===== src/rtl/sbsram_pkg.sv =====
package sbsram_pkg;
  localparam int LANES     = 4;
  localparam int LANE_BITS = 8;
  localparam int PAR_BASE  = LANES * LANE_BITS;
  localparam int WORD_W    = LANES * (LANE_BITS + 1);
  localparam int BURST_W   = 2;

  // offset of the n-th burst word relative to the base
  function automatic logic [BURST_W-1:0] burst_off(input logic [BURST_W-1:0] base,
                                                   input logic [BURST_W-1:0] n,
                                                   input logic linear);
    return linear ? base + n : base ^ n;
  endfunction
endpackage


===== src/rtl/sbs_burst_ctl.sv =====
module sbs_burst_ctl
  import sbsram_pkg::*;
#(
  parameter int ADDR_W = 6
) (
  input  logic              clk_i,
  input  logic              rst_ni,
  input  logic              run_i,
  input  logic [ADDR_W-1:0] addr_i,
  input  logic              proc_stb_ni,
  input  logic              cache_stb_ni,
  input  logic              chip_en_ni,
  input  logic              sel_hi_i,
  input  logic              sel_lo_ni,
  input  logic              step_ni,
  input  logic              linear_i,
  input  logic              wr_all_ni,
  input  logic              lane_gate_ni,
  input  logic [LANES-1:0]  lane_wr_ni,
  output logic [LANES-1:0]  we_o,
  output logic [ADDR_W-1:0] waddr_o,
  output logic              wr_ctl_o,
  output logic              rd_pend_o,
  output logic [ADDR_W-1:0] rd_addr_o
);
  logic [ADDR_W-1:0]  base_q;
  logic [BURST_W-1:0] cnt_q, cnt_nxt;
  logic               open_q;
  logic               sel, proc_start, load, go, is_wr;
  logic [LANES-1:0]   mask;
  logic [ADDR_W-1:0]  acc_addr;

  always_comb begin
    sel        = !chip_en_ni && sel_hi_i && !sel_lo_ni;
    proc_start = !proc_stb_ni && !chip_en_ni;
    load       = proc_start || !cache_stb_ni;
    if (!wr_all_ni)        mask = '1;
    else if (!lane_gate_ni) mask = ~lane_wr_ni;
    else                   mask = '0;
    cnt_nxt  = step_ni ? cnt_q : cnt_q + 1'b1;
    acc_addr = load ? addr_i
                    : {base_q[ADDR_W-1:BURST_W], burst_off(base_q[BURST_W-1:0], cnt_nxt, linear_i)};
    go       = load ? sel : open_q;
    is_wr    = go && (|mask) && !proc_start;
  end

  assign wr_ctl_o = |mask;
  assign we_o     = (run_i && is_wr) ? mask : '0;
  assign waddr_o  = acc_addr;

  always_ff @(posedge clk_i or negedge rst_ni) begin
    if (!rst_ni) begin
      base_q    <= '0;
      cnt_q     <= '0;
      open_q    <= 1'b0;
      rd_pend_o <= 1'b0;
      rd_addr_o <= '0;
    end else if (run_i) begin
      if (load) begin
        open_q <= sel;
        base_q <= addr_i;
        cnt_q  <= '0;
      end else if (open_q) begin
        cnt_q  <= cnt_nxt;
      end
      rd_pend_o <= go && !is_wr;
      rd_addr_o <= acc_addr;
    end
  end

  assert_step_R7: assert property (@(posedge clk_i) disable iff (!rst_ni)
    (run_i && !load && open_q && !step_ni) |=> (cnt_q == $past(cnt_q) + 1'b1));
  assert_hold_R7: assert property (@(posedge clk_i) disable iff (!rst_ni)
    (run_i && !load && step_ni) |=> $stable(cnt_q));
  assert_proc_read_R5: assert property (@(posedge clk_i) disable iff (!rst_ni)
    (run_i && proc_start && sel) |=> rd_pend_o);
  assert_desel_R3: assert property (@(posedge clk_i) disable iff (!rst_ni)
    (run_i && load && !sel) |=> (!rd_pend_o && !open_q));
endmodule


===== src/rtl/sbs_lane_array.sv =====
module sbs_lane_array
  import sbsram_pkg::*;
#(
  parameter int ADDR_W = 6
) (
  input  logic              clk_i,
  input  logic              rst_ni,
  input  logic [LANES-1:0]  we_i,
  input  logic [ADDR_W-1:0] waddr_i,
  input  logic [WORD_W-1:0] wdata_i,
  input  logic [ADDR_W-1:0] raddr_i,
  output logic [WORD_W-1:0] rdata_o
);
  localparam int DEPTH = 1 << ADDR_W;

  for (genvar k = 0; k < LANES; k++) begin : g_lane
    logic [LANE_BITS:0] bank [DEPTH];
    logic [LANE_BITS:0] rd_w;

    always_ff @(posedge clk_i or negedge rst_ni) begin
      if (!rst_ni) begin
        for (int i = 0; i < DEPTH; i++) bank[i] <= '0;
      end else if (we_i[k]) begin
        bank[waddr_i] <= {wdata_i[PAR_BASE+k], wdata_i[k*LANE_BITS +: LANE_BITS]};
      end
    end

    assign rd_w = bank[raddr_i];
    assign rdata_o[k*LANE_BITS +: LANE_BITS] = rd_w[LANE_BITS-1:0];
    assign rdata_o[PAR_BASE+k]               = rd_w[LANE_BITS];
  end
endmodule


===== src/rtl/sync_burst_sram.sv =====
module sync_burst_sram
  import sbsram_pkg::*;
#(
  parameter int ADDR_W = 6
) (
  input  logic              clk_i,
  input  logic              rst_ni,
  input  logic [ADDR_W-1:0] addr_i,
  input  logic              proc_stb_ni,
  input  logic              cache_stb_ni,
  input  logic              chip_en_ni,
  input  logic              sel_hi_i,
  input  logic              sel_lo_ni,
  input  logic              step_ni,
  input  logic              linear_i,
  input  logic              wr_all_ni,
  input  logic              lane_gate_ni,
  input  logic [LANES-1:0]  lane_wr_ni,
  input  logic [WORD_W-1:0] d_i,
  input  logic              out_en_ni,
  input  logic              sleep_i,
  output logic [WORD_W-1:0] q_o,
  output logic              q_oe_o
);
  logic              run;
  logic [LANES-1:0]  we;
  logic [ADDR_W-1:0] waddr, rd_addr;
  logic              wr_ctl, rd_pend;
  logic [WORD_W-1:0] rdata, out_q;
  logic              out_vld_q;

  assign run = !sleep_i;

  sbs_burst_ctl #(.ADDR_W(ADDR_W)) u_ctl (
    .clk_i, .rst_ni, .run_i(run), .addr_i, .proc_stb_ni, .cache_stb_ni,
    .chip_en_ni, .sel_hi_i, .sel_lo_ni, .step_ni, .linear_i, .wr_all_ni,
    .lane_gate_ni, .lane_wr_ni, .we_o(we), .waddr_o(waddr), .wr_ctl_o(wr_ctl),
    .rd_pend_o(rd_pend), .rd_addr_o(rd_addr)
  );

  sbs_lane_array #(.ADDR_W(ADDR_W)) u_array (
    .clk_i, .rst_ni, .we_i(we), .waddr_i(waddr), .wdata_i(d_i),
    .raddr_i(rd_addr), .rdata_o(rdata)
  );

  always_ff @(posedge clk_i or negedge rst_ni) begin
    if (!rst_ni) begin
      out_q     <= '0;
      out_vld_q <= 1'b0;
    end else if (run) begin
      out_vld_q <= rd_pend;
      if (rd_pend) out_q <= rdata;
    end
  end

  assign q_o    = out_q;
  assign q_oe_o = out_vld_q && !out_en_ni && run && !wr_ctl;

  assert_single_desel_R3: assert property (@(posedge clk_i) disable iff (!rst_ni)
    (run && !rd_pend) |=> !out_vld_q);
  assert_sleep_freeze_R12: assert property (@(posedge clk_i) disable iff (!rst_ni)
    sleep_i |=> ($stable(out_q) && $stable(out_vld_q)));
  assert_latency_R4: assert property (@(posedge clk_i) disable iff (!rst_ni)
    (run && rd_pend) |=> out_vld_q);
endmodule


===== config.mk =====
export PLATFORM = sky130hd
export DESIGN_NAME = sync_burst_sram
export DESIGN_NICKNAME = d
export VERILOG_FILES = /design/src/rtl/sbsram_pkg.sv /design/src/rtl/sbs_burst_ctl.sv /design/src/rtl/sbs_lane_array.sv /design/src/rtl/sync_burst_sram.sv
export SDC_FILE = /design/constraint.sdc
export NUM_CORES = 2
export LEC_CHECK = 0
export BUFFER_PORTS_ARGS = -buffer_cell sky130_fd_sc_hd__buf_2
export CORE_MARGIN = 5
export CORE_UTILIZATION = 60
export CTS_CLUSTER_SIZE = 30
export DETAILED_ROUTE_END_ITERATION = 7
export GPL_ROUTABILITY_DRIVEN = 1
export PLACE_DENSITY_LB_ADDON = 0.1
export SETUP_SLACK_MARGIN = 0.2
export SYNTH_ARGS = -nofsm -noshare
export SYNTH_HDL_FRONTEND = slang
export SYNTH_SLANG_ARGS = --single-unit

===== constraint.sdc =====
create_clock -name clk_i -period 9.15 [get_ports clk_i]
set_clock_uncertainty 0.15 [all_clocks]
set_input_delay 0.915 -clock clk_i [delete_from_list [all_inputs] [get_ports clk_i]]
set_output_delay 0.915 -clock clk_i [all_outputs]
set_load 0.03 [all_outputs]

==> impl_metrics.env <==
export IMPL_critical_path_class="reg2reg"
export IMPL_final_setup_tns_ps=0
export IMPL_relSlewSlack_pct=17.3
export IMPL_n_fill_cell=12900
export IMPL_dpl_instance_area_um2=112000
export IMPL_dp_slack_ps=4000
export IMPL_synth_edf_count=0
export IMPL_syn_nets=7411
export IMPL_cap_violations=0
export IMPL_die_area_um2=190000
export IMPL_cp_top_family="buffers and inverters"
export IMPL_rsz0062_at_grt="false"
export IMPL_slew_violations=0
export IMPL_synthArstFlopShare_pct=100
export IMPL_cts_tree="yes"
export IMPL_die_w_um=436
export IMPL_drt_first_iter_violations=4878
export IMPL_grt_pass1_vias=67000
export IMPL_rows=156
export IMPL_grt_antenna_before_repair=7
export IMPL_setup_viol=0
export IMPL_cpMaxStageDelayCell="dfrtp_4"
export IMPL_clk_pin_slew_ps=60
export IMPL_dr_pass1_iters=5
export IMPL_grt_max_degree=168
export IMPL_cts_root_buf="clkbuf_16"
export IMPL_htreeDepth=4
export IMPL_postCtsSetupBuffers=0
export IMPL_fin_crit_sh_pct=54.4
export IMPL_io_pin_count=96
export IMPL_cp_required_ps=9760
export IMPL_arrival_ps=5590
export IMPL_path_max_fanout=72
export IMPL_end_kind="register"
export IMPL_nets=7255
export IMPL_ant_nets=0
export IMPL_fp_coreArea_um2=181000
export IMPL_numClockSinks=2357
export IMPL_cts_max_path_buffers=3
export IMPL_routed_wl_um=275000
export IMPL_drive_gt1_share_pct=44.9
export IMPL_grt_pass1_wl_um=426000
export IMPL_fin_crit_ps=4980
export IMPL_path_buf_inv=2
export IMPL_ir_drop_mv=0.181
export IMPL_status="completed"
export IMPL_grt_remaining_overflow=0
export IMPL_synthCells=7351
export IMPL_globalRouteTotalUtil_pct=29.0
export IMPL_wl_per_cell_um=28.1
export IMPL_cpMostUsedCell="buf_4"
export IMPL_vias_per_cell=6.52
export IMPL_finalWorstSetupSlack_ps=4170
export IMPL_hold_viol=0
export IMPL_p_leak_nw=59.1
export IMPL_numCtsBuffers=237
export IMPL_synth_ff_type="dfrtp_1"
export IMPL_hp_class="in2reg"
export IMPL_fmax_mhz=201
export IMPL_drc=0
export IMPL_place_congestion=0.792
export IMPL_start_kind="register"
export IMPL_vias=63700
export IMPL_cts_resized_gates=0
export IMPL_clk_latency_ps=880
export IMPL_io_buffers=95
export IMPL_yosysUniqueCellTypes=51
export IMPL_worst_path_largest_cell_delay_ps=1030
export IMPL_yosys_warnings=0
export IMPL_start_util_pct=60.3
export IMPL_fin_area_um2=120000
export IMPL_worstMarginPinSlew_ps=1240
export IMPL_hpwl_um=160000
export IMPL_path_cells="buf_4, nor2b_4, buf_4, a22oi_1, nand3_1, nand4_1, a221o_1"
export IMPL_utilization_pct=66.3
export IMPL_syn_to_final_growth_pct=9.91
export IMPL_p_per_area_nw_per_um2=198
export IMPL_syn_avg_cell_area_um2=14.8
export IMPL_synth_seq_cells=2357
export IMPL_synth_yosys_seq_area_share_pct=54.1
export IMPL_fp_dieH_um=436
export IMPL_synth_area_um2=109000
[Yosys cell counts, types with 2 or more instances]
master | count | area [um2]
nand4_1 | 220 | 1380
nor2b_1 | 5 | 31.3
nor2_1 | 14 | 52.6
or2_2 | 2 | 12.5
a22oi_1 | 216 | 1620
nor4_2 | 12 | 150
buf_2 | 36 | 180
nand2b_1 | 6 | 37.5
mux2_4 | 4 | 60.1
dfrtp_1 | 2357 | 59000
o2111ai_2 | 2 | 30.0
and2_1 | 4 | 25.0
a32o_1 | 3 | 30.0
buf_1 | 135 | 507
nand3_1 | 146 | 731
a21oi_1 | 75 | 375
a32oi_1 | 2 | 17.5
o2111ai_4 | 2 | 52.6
a221o_1 | 36 | 360
and4_1 | 9 | 78.8
mux4_2 | 288 | 6490
mux2i_1 | 800 | 8010
nand2_2 | 2 | 12.5
mux2_2 | 2311 | 26000
o2111a_1 | 4 | 45.0
nand2_1 | 96 | 360
inv_1 | 2 | 7.51
nor4_4 | 52 | 1110
o21ai_0 | 12 | 60.1
a22o_1 | 37 | 324
clkbuf_1 | 441 | 1660
[per-layer routing]
| layer | share of wire (%) | wire length, um | track usage, % |
|---|---|---|---|
| met5 | 0.0040 | 11 | 0 |
| met4 | 3.6 | 9780 | 10.4 |
| met3 | 4.4 | 12000 | 3.82 |
| met2 | 49 | 134000 | 47.0 |
| met1 | 43 | 119000 | 40.6 |
[worst reg2reg max path, cell delays in order, from the launching register on]
cell     delay [ps]
dfrtp_4        1030
buf_4           920
nor2b_4         680
buf_4           830
a22oi_1         330
nand3_1         230
nand4_1         290
a221o_1         390
[cell type report]
class                           instances  area (um2)  share of cell area, %
Multi-Input combinational cell       4378       47900                   40.0
Clock buffer                          367        7220                   6.03
Sequential cell                      2357       59000                   49.2
Inverter                                2        7.51                0.00627
Tap cell                             2370        2970                   2.48
Timing Repair Buffer                  219        1720                   1.44
Antenna cell                           13        32.5                 0.0272
Clock inverter                         75         991                  0.827
[state kept, by name, indices dropped and copies added, names as in the netlist]
name and count:
out_vld_q 1, q_o 36, u_array.g_lane.bank 2304, u_ctl.base_q 6, u_ctl.cnt_q 2, u_ctl.open_q 1
u_ctl.rd_addr_o 6, u_ctl.rd_pend_o 1
[layout by cell type (no fill, tap or decap), types with 36 or more instances in the layout]
cell / n
dfrtp_1: 2353
mux2_2: 2311
mux2i_1: 799
mux4_2: 288
clkbuf_16: 240
nand4_1: 220
a22oi_1: 216
nand3_1: 146
buf_4: 110
nand2_1: 94
buf_2: 85
a21oi_1: 75
clkbuf_8: 74
clkbuf_1: 53
nor4_4: 52
clkinv_2: 40
a22o_1: 37
a221o_1: 36
[where the power goes]
part | leakage, nW | total (W) | switching, W | internal (W)
sequential | 32.8 | 0.0109 | 0.000233 | 0.0107
clock | 4.08 | 0.0101 | 0.00411 | 0.00597
combinational | 22.2 | 0.00278 | 0.00186 | 0.000916
[timing repair]
| action | 4_1_cts | 5_1_grt |
|---|---|---|
| hold endpoints to repair | 44 | 0 |
| hold buffers | 1 | 0 |
| endpoints found under the setup margin | 0 | 0 |
[through the flow]
| stage | hold slack (ps) | power [W] | instances |
|---|---|---|---|
| 2_1_floorplan | 292 | 0.0127 | 7351 |
| 3_3_place_gp | 330 | 0.0138 | 9325 |
| 3_5_place_dp | 321 | 0.0139 | 9325 |
| 4_1_cts | 89.4 | 0.0239 | 9768 |
| 5_1_grt | 148 | 0.0245 | 9781 |
| 6_report | 167 | 0.0237 | 9781 |
[kinds of logic after synthesis]
| family | after synthesis | share of synthesized area (%) |
|---|---|---|
| mux | 3404 | 37.2 |
| flops | 2357 | 54.1 |
| buf+inv | 616 | 2.18 |
| simple gates | 575 | 3.69 |
| compound gates | 395 | 2.73 |
| xor+xnor | 3 | 0.0367 |
| fa+ha+maj | 1 | 0.0115 |
[worst paths after layout]
path / from / endpoint / slack, ps / depth (start not counted)
worst max-delay path: u_ctl.rd_addr_o[2] / q_o[14] / 4170 / 7
worst min-delay path: sel_hi_i / u_ctl.open_q / 170 / 3
worst max register to register: u_ctl.rd_addr_o[2] / q_o[14] / 4170 / 7
worst min register to register: out_vld_q / out_vld_q / 340 / 2
max in group asynchronous: rst_ni / u_ctl.rd_addr_o[2] / 5730 / 4
min in group asynchronous: rst_ni / u_array.g_lane[0].bank[174] / 550 / 2
Note: power is estimated with default switching activity, not from simulation.
